<file path="src/rtl/cfg_pkg.sv">
package cfg_pkg;
  localparam logic [7:0] KEY_FIRST  = 8'h51;
  localparam logic [7:0] KEY_SECOND = 8'h23;
  localparam logic [7:0] KEY_EXIT   = 8'hBB;

  localparam logic [7:0] IDX_SRST   = 8'h02;
  localparam logic [7:0] IDX_LDN    = 8'h07;
  localparam logic [7:0] IDX_BANK   = 8'h30;
  localparam logic [7:0] IDX_EN     = 8'h30;
  localparam logic [7:0] IDX_BASE_H = 8'h60;
  localparam logic [7:0] IDX_BASE_L = 8'h61;
  localparam logic [7:0] IDX_IRQ_A  = 8'h70;
  localparam logic [7:0] IDX_IRQ_B  = 8'h72;
  localparam logic [7:0] IDX_DMA    = 8'h74;
  localparam logic [7:0] IDX_MODE   = 8'hF0;

  localparam logic [7:0] LOCKED_RD  = 8'hFF;

  typedef enum logic [1:0] {
    KEY_IDLE = 2'd0,
    KEY_HALF = 2'd1,
    KEY_OPEN = 2'd2
  } key_state_e;
endpackage

</file>
<file path="src/rtl/cfg_key_fsm.sv">
module cfg_key_fsm
  import cfg_pkg::*;
(
  input  logic       clk_i,
  input  logic       rst_ni,
  input  logic       idx_wr_i,
  input  logic [7:0] byte_i,
  output logic       open_o
);
  key_state_e state_q, state_d;

  always_comb begin
    state_d = state_q;
    if (idx_wr_i) begin
      unique case (state_q)
        KEY_IDLE: if (byte_i == KEY_FIRST) state_d = KEY_HALF;
        KEY_HALF: state_d = (byte_i == KEY_SECOND) ? KEY_OPEN : KEY_IDLE;
        KEY_OPEN: if (byte_i == KEY_EXIT) state_d = KEY_IDLE;
        default:  state_d = KEY_IDLE;
      endcase
    end
  end

  always_ff @(posedge clk_i or negedge rst_ni) begin
    if (!rst_ni) state_q <= KEY_IDLE;
    else         state_q <= state_d;
  end

  assign open_o = (state_q == KEY_OPEN);
endmodule

</file>
<file path="src/rtl/cfg_dev_bank.sv">
module cfg_dev_bank
  import cfg_pkg::*;
#(
  parameter int NUM_MODE = 4
) (
  input  logic                  clk_i,
  input  logic                  rst_ni,
  input  logic                  clr_i,
  input  logic                  wr_i,
  input  logic [7:0]            idx_i,
  input  logic [7:0]            wdata_i,
  output logic                  en_o,
  output logic [15:0]           base_o,
  output logic [7:0]            irq_a_o,
  output logic [7:0]            irq_b_o,
  output logic [7:0]            dma_o,
  output logic [NUM_MODE*8-1:0] mode_o,
  output logic [7:0]            rdata_o
);
  logic       en_q;
  logic [7:0] base_h_q, base_l_q, irq_a_q, irq_b_q, dma_q;
  logic [7:0] mode_q [NUM_MODE];

  always_ff @(posedge clk_i or negedge rst_ni) begin
    if (!rst_ni) begin
      en_q     <= 1'b0;
      base_h_q <= '0;
      base_l_q <= '0;
      irq_a_q  <= '0;
      irq_b_q  <= '0;
      dma_q    <= '0;
    end else if (clr_i) begin
      en_q     <= 1'b0;
      base_h_q <= '0;
      base_l_q <= '0;
      irq_a_q  <= '0;
      irq_b_q  <= '0;
      dma_q    <= '0;
    end else if (wr_i) begin
      unique case (idx_i)
        IDX_EN:     en_q     <= wdata_i[0];
        IDX_BASE_H: base_h_q <= wdata_i;
        IDX_BASE_L: base_l_q <= wdata_i;
        IDX_IRQ_A:  irq_a_q  <= wdata_i;
        IDX_IRQ_B:  irq_b_q  <= wdata_i;
        IDX_DMA:    dma_q    <= wdata_i;
        default: ;
      endcase
    end
  end

  for (genvar m = 0; m < NUM_MODE; m++) begin : g_mode
    always_ff @(posedge clk_i or negedge rst_ni) begin
      if (!rst_ni)                                   mode_q[m] <= '0;
      else if (clr_i)                                mode_q[m] <= '0;
      else if (wr_i && idx_i == 8'(IDX_MODE + m))    mode_q[m] <= wdata_i;
    end
    assign mode_o[m*8 +: 8] = mode_q[m];
  end

  always_comb begin
    rdata_o = '0;
    unique case (idx_i)
      IDX_EN:     rdata_o = {7'b0, en_q};
      IDX_BASE_H: rdata_o = base_h_q;
      IDX_BASE_L: rdata_o = base_l_q;
      IDX_IRQ_A:  rdata_o = irq_a_q;
      IDX_IRQ_B:  rdata_o = irq_b_q;
      IDX_DMA:    rdata_o = dma_q;
      default: begin
        for (int m = 0; m < NUM_MODE; m++) begin
          if (idx_i == 8'(IDX_MODE + m)) rdata_o = mode_q[m];
        end
      end
    endcase
  end

  assign en_o    = en_q;
  assign base_o  = {base_h_q, base_l_q};
  assign irq_a_o = irq_a_q;
  assign irq_b_o = irq_b_q;
  assign dma_o   = dma_q;
endmodule

</file>
<file path="src/rtl/cfg_keyed_regs.sv">
module cfg_keyed_regs
  import cfg_pkg::*;
#(
  parameter int NUM_DEV  = 9,
  parameter int NUM_MODE = 4
) (
  input  logic                          clk_i,
  input  logic                          rst_ni,
  input  logic                          io_wr_i,
  input  logic                          io_sel_i,
  input  logic [7:0]                    io_wdata_i,
  output logic [7:0]                    io_rdata_o,
  output logic                          cfg_open_o,
  output logic [NUM_DEV-1:0]            dev_en_o,
  output logic [NUM_DEV*16-1:0]         dev_base_o,
  output logic [NUM_DEV*8-1:0]          dev_irq_a_o,
  output logic [NUM_DEV*8-1:0]          dev_irq_b_o,
  output logic [NUM_DEV*8-1:0]          dev_dma_o,
  output logic [NUM_DEV*NUM_MODE*8-1:0] dev_mode_o
);
  logic       open;
  logic       idx_wr, dat_wr;
  logic [7:0] index_q;
  logic [7:0] ldn_q;
  logic       soft_clr;
  logic       bank_wr;
  logic [NUM_DEV-1:0] bank_sel;
  logic [7:0] bank_rdata [NUM_DEV];
  logic [7:0] dat_rdata;

  assign idx_wr = io_wr_i && !io_sel_i;
  assign dat_wr = io_wr_i &&  io_sel_i && open;

  cfg_key_fsm i_key (
    .clk_i   (clk_i),
    .rst_ni  (rst_ni),
    .idx_wr_i(idx_wr),
    .byte_i  (io_wdata_i),
    .open_o  (open)
  );

  // index is only captured once open; the exit byte is not kept
  always_ff @(posedge clk_i or negedge rst_ni) begin
    if (!rst_ni)                                       index_q <= '0;
    else if (open && idx_wr && io_wdata_i != KEY_EXIT) index_q <= io_wdata_i;
  end

  assign soft_clr = dat_wr && index_q == IDX_SRST && io_wdata_i[0];
  assign bank_wr  = dat_wr && index_q >= IDX_BANK;

  always_ff @(posedge clk_i or negedge rst_ni) begin
    if (!rst_ni)                                ldn_q <= '0;
    else if (soft_clr)                          ldn_q <= '0;
    else if (dat_wr && index_q == IDX_LDN)      ldn_q <= io_wdata_i;
  end

  for (genvar d = 0; d < NUM_DEV; d++) begin : g_dev
    assign bank_sel[d] = (ldn_q == 8'(d));
    cfg_dev_bank #(.NUM_MODE(NUM_MODE)) i_bank (
      .clk_i  (clk_i),
      .rst_ni (rst_ni),
      .clr_i  (soft_clr),
      .wr_i   (bank_wr && bank_sel[d]),
      .idx_i  (index_q),
      .wdata_i(io_wdata_i),
      .en_o   (dev_en_o[d]),
      .base_o (dev_base_o[d*16 +: 16]),
      .irq_a_o(dev_irq_a_o[d*8 +: 8]),
      .irq_b_o(dev_irq_b_o[d*8 +: 8]),
      .dma_o  (dev_dma_o[d*8 +: 8]),
      .mode_o (dev_mode_o[d*NUM_MODE*8 +: NUM_MODE*8]),
      .rdata_o(bank_rdata[d])
    );
  end

  always_comb begin
    dat_rdata = '0;
    if (index_q < IDX_BANK) begin
      if (index_q == IDX_LDN) dat_rdata = ldn_q;
    end else begin
      for (int d = 0; d < NUM_DEV; d++) begin
        if (bank_sel[d]) dat_rdata = bank_rdata[d];
      end
    end
  end

  assign io_rdata_o = !open    ? LOCKED_RD :
                      io_sel_i ? dat_rdata : index_q;
  assign cfg_open_o = open;
endmodule

</file>
<file path="config.mk">
export PLATFORM = sky130hd
export DESIGN_NAME = cfg_keyed_regs
export DESIGN_NICKNAME = d
export VERILOG_FILES = /design/src/rtl/cfg_pkg.sv /design/src/rtl/cfg_key_fsm.sv /design/src/rtl/cfg_dev_bank.sv /design/src/rtl/cfg_keyed_regs.sv
export SDC_FILE = /design/constraint.sdc
export NUM_CORES = 1
export LEC_CHECK = 0
export ABC_AREA = 0
export BUFFER_PORTS_ARGS = -buffer_cell sky130_fd_sc_hd__buf_2
export CORE_AREA = 2 2 267 269
export CTS_BUF_LIST = sky130_fd_sc_hd__clkbuf_4 sky130_fd_sc_hd__clkbuf_8
export DETAILED_ROUTE_END_ITERATION = 6
export DIE_AREA = 0 0 269 271
export GPL_TIMING_DRIVEN = 0
export PLACE_DENSITY_LB_ADDON = 0.05
export SLEW_MARGIN = 40
export SYNTH_ARGS = -nofsm -noshare
export SYNTH_HDL_FRONTEND = slang
export SYNTH_SLANG_ARGS = --single-unit
</file>
<file path="constraint.sdc">
create_clock -name clk_i -period 8.4 [get_ports clk_i]
set_clock_uncertainty 0.2 [all_clocks]
set_input_delay 0 -clock clk_i [delete_from_list [all_inputs] [get_ports clk_i]]
set_output_delay 0 -clock clk_i [all_outputs]
set_load 0.005 [all_outputs]
</file>
==> metrics.cfg <==
[global_routing]
grt_use_total_pct=47.4
antenna_found_initial=14
grt_pass1_wl_um=237000
overflow=0
grt_pass1_vias=29072
grt_max_degree=105

[clock_tree]
htree_levels=3
cts_tree=done
cts.clk_slew.worst_paths_ns=0.07
insertion_delay_ns=0.76
cts_buffers=116
cts_buffer_depth=3
cts_root_buffer=clkbuf_8
cts.sinks=675

[setup_path]
criticalPathCategory=flip-flop to primary output
critPathRequiredTime_ns=8.20
reg2reg_from=index_q[1]
startpoint_type=flip-flop
max_stage_delay_ns=0.79
worst-path-buf-inv=6
cp_cell_sequence=buf_2 -> nor4b_4 -> and2_1 -> buf_2 -> buf_2 -> buf_2 -> buf_2 -> a222oi_1 -> a31oi_1 -> nor3_1 -> a22oi_1 -> buf_2
cp-startpoint=index_q[1]
cp-end-kind=primary output
path_delay_family=buffers and inverters
crit_fanout=10
crit_arrival_ns=6.62
cp_slowest_cell=nor4b_4
critical-path-top-cell-by-count=buf_2

[sta]
max_slew_margin_pct=34.5
finalHoldViolCount=0
tightestPinTransition_ns=0.982
min_period_ns=6.82
slew_viol_final=0
min_period_over_period_pct=81.2
fin_setup_tns_ns=0
setup_violations=0
fin_ws_ns=1.58
fmaxAchievable_mhz=147
grt_setup_unrepaired=false

[logic_synthesis]
muxShareOfSynthArea_pct=3.81
ys_seq_area_share_pct=58.0
netlist-cell-type-count=71
synth_top_flop_cell=dfrtp_1
syn_area_um2=29100
synth_compound_area_share_pct=21.3
synthTopCellsByArea=dfrtp_1 58%, o21ai_0 10%, nand2_1 9.2%
yosys_register_bits=675
avgSynthCellArea_um2=10.1
synthCells=2888
yosys.area.top_type=dfrtp_1
synthAdderAreaFrac_pct=0
synth_edf_count=0
synth_fp_nets=2900
synth_top_area_share_pct=58.0
yosys.area_share.simple_pct=12.9
yosys_warnings=0
synthArstFlopShare_pct=100
synth_xor_xnor_area_share_pct=0
synth_top_family_by_area=compound AO/OA/AOI/OAI gates

[final_layout]
utilization_pct=52.7
area_delta_synth_final_pct=26.2
seqCellArea_um2=16900
final_nets=3723
fill_cells=6581
layout.cells.non_filler=4748
final_cell_mix=720 x buf_2, 708 x nand2_1, 675 x dfrtp_1
multi_input_area_um2=11100
layout-drive-gt1-share_pct=29.6
final_common_cell=buf_2

[pwr]
peakVddDrop_mv=0.110
p_total_uw=6740
power.leakage_uw=0.0181
clkPwrFrac_pct=48.2
p_sw_share_pct=24.7
powerDensity_nw_per_um2=183
p_int_uw=5080
netSwitchingPower_uw=1660
p_seq_share_pct=48.4
combPwrFrac_pct=3.4

[floorplan]
num_rows=97
die_w_um=269
dieArea_um2=72900
die_y_um=271
core_area_um2=69800
ioPinCount=678
start_util_pct=41.7

[placed_design]
gp_congestion=1.01
dp_slack_ns=3.01
dp_hpwl_um=127000
dp_cells=4516
portBuffers=676

[drt]
route.detailed.drc=3
wl_per_cell_um=37.1
route.vias.total=30888
wl_um=176000
via_per_inst=6.51
drt_iter0_drc=4884
drt-pass1-iter-count=7
ant_nets=0

[outcome]
violations=DRC
status=complete, but fails checks

[min_path]
holdCritPathClass=primary input to flip-flop
worstHoldStart=io_wdata_i[1]

[flow_run]
max-cap-violations=0

final timing paths:
check,cells past startpoint,endpoint,slack [ns]
worst max-delay path,12,io_rdata_o[6],1.58
worst min-delay path,3,index_q[1],0.04
worst max register to register,8,g_dev[6].i_bank.mode_o[16],3.86
worst min register to register,2,g_dev[4].i_bank.base_h_q[1],0.31
max in group asynchronous,6,g_dev[6].i_bank.irq_a_o[6],6.54
min in group asynchronous,4,g_dev[1].i_bank.mode_o[8],0.27
routing by layer:
layer	routed length [µm]	track usage (%)	vias up
met3	22200	14.7	672
met5	91	0	-
li1	-	-	12126
met4	14000	33.3	14
met2	77000	70.2	2586
met1	63000	58.9	15490
cells in the mapped netlist, types with 3 or more instances:
cell and instances:
nand2_1 717, inv_1 3, a31oi_1 37, and3_1 9
a22o_1 24, mux2i_1 12, nand3b_1 7, o21ai_2 8
clkbuf_1 168, buf_2 43, nor2_4 3, buf_6 10
or4_1 6, a21oi_4 9, nand4b_1 3, nand4_1 9
mux2_1 6, mux2_2 80, and4_1 3, a221oi_1 13
nor2_1 38, nand3_1 16, or3_1 3, a22oi_1 64
dfrtp_1 675, buf_4 24, and2_0 18, a21oi_1 43
nor4_2 4, and2_1 13, nor4_1 6, o21ai_0 601
a222oi_1 136, nand2b_1 3, o22ai_1 7, nor3_1 9
a2111oi_0 4, nor3b_1 3, o211ai_1 4, a211oi_1 6
sequential cells by signal, summed over array words and instances (netlist names):
signal / count
g_dev.i_bank.mode_o: 288
g_dev.i_bank.base_h_q: 72
g_dev.i_bank.base_l_q: 72
g_dev.i_bank.dma_o: 72
g_dev.i_bank.irq_a_o: 72
g_dev.i_bank.irq_b_o: 72
g_dev.i_bank.en_o: 9
index_q: 8
ldn_q: 8
i_key.state_q: 2
area by class of cell:
type | instances | share of cell area [%]
flip-flops and latches | 675 | 45.9
multi-input cells | 1962 | 30.3
repair buffers | 705 | 10.5
clock buffers | 195 | 6.55
plain buffers | 248 | 3.22
well taps | 940 | 3.20
clock inverters | 10 | 0.177
diodes | 10 | 0.0681
inverters | 3 | 0.0306
cell families after synthesis:
logic type             after synthesis
AO/OA/AOI/OAI                      978
AND/OR/NAND/NOR                    885
flip-flops                         675
buffers and inverters              251
multiplexers                        99
through the flow:
stage	hold slack [ns]	instance area, µm²
finish	0.0414	36800
global route	0.0567	36700
CTS	0.0130	36700
detailed placement	-0.224	34100
global placement	0.220	33700
floorplan	-0.496	29100
worst register-to-register path: stages (launching register included):
cell      delay, ns
dfrtp_1        0.32
buf_2          0.23
nor4b_4        0.79
clkbuf_2       0.68
nand4_1        0.23
nand2_1        0.29
clkbuf_1       0.67
clkbuf_1       0.71
o21ai_0        0.24
power by group through the flow:
stage	combinational (µW)	clock, µW	sequential [µW]
global placement	197	0	3320
finish	230	3250	3260
global route	237	3370	3260
floorplan	52.0	0	3320
CTS	222	3220	3260
detailed placement	214	0	3320
timing repair:
item | CTS | global route
hold endpoints to repair | 543 | 0
gates resized for setup | 0 | 0
setup buffers | 0 | 0
hold buffers | 17 | 0
No activity file was read; power rests on OpenSTA's default activity.
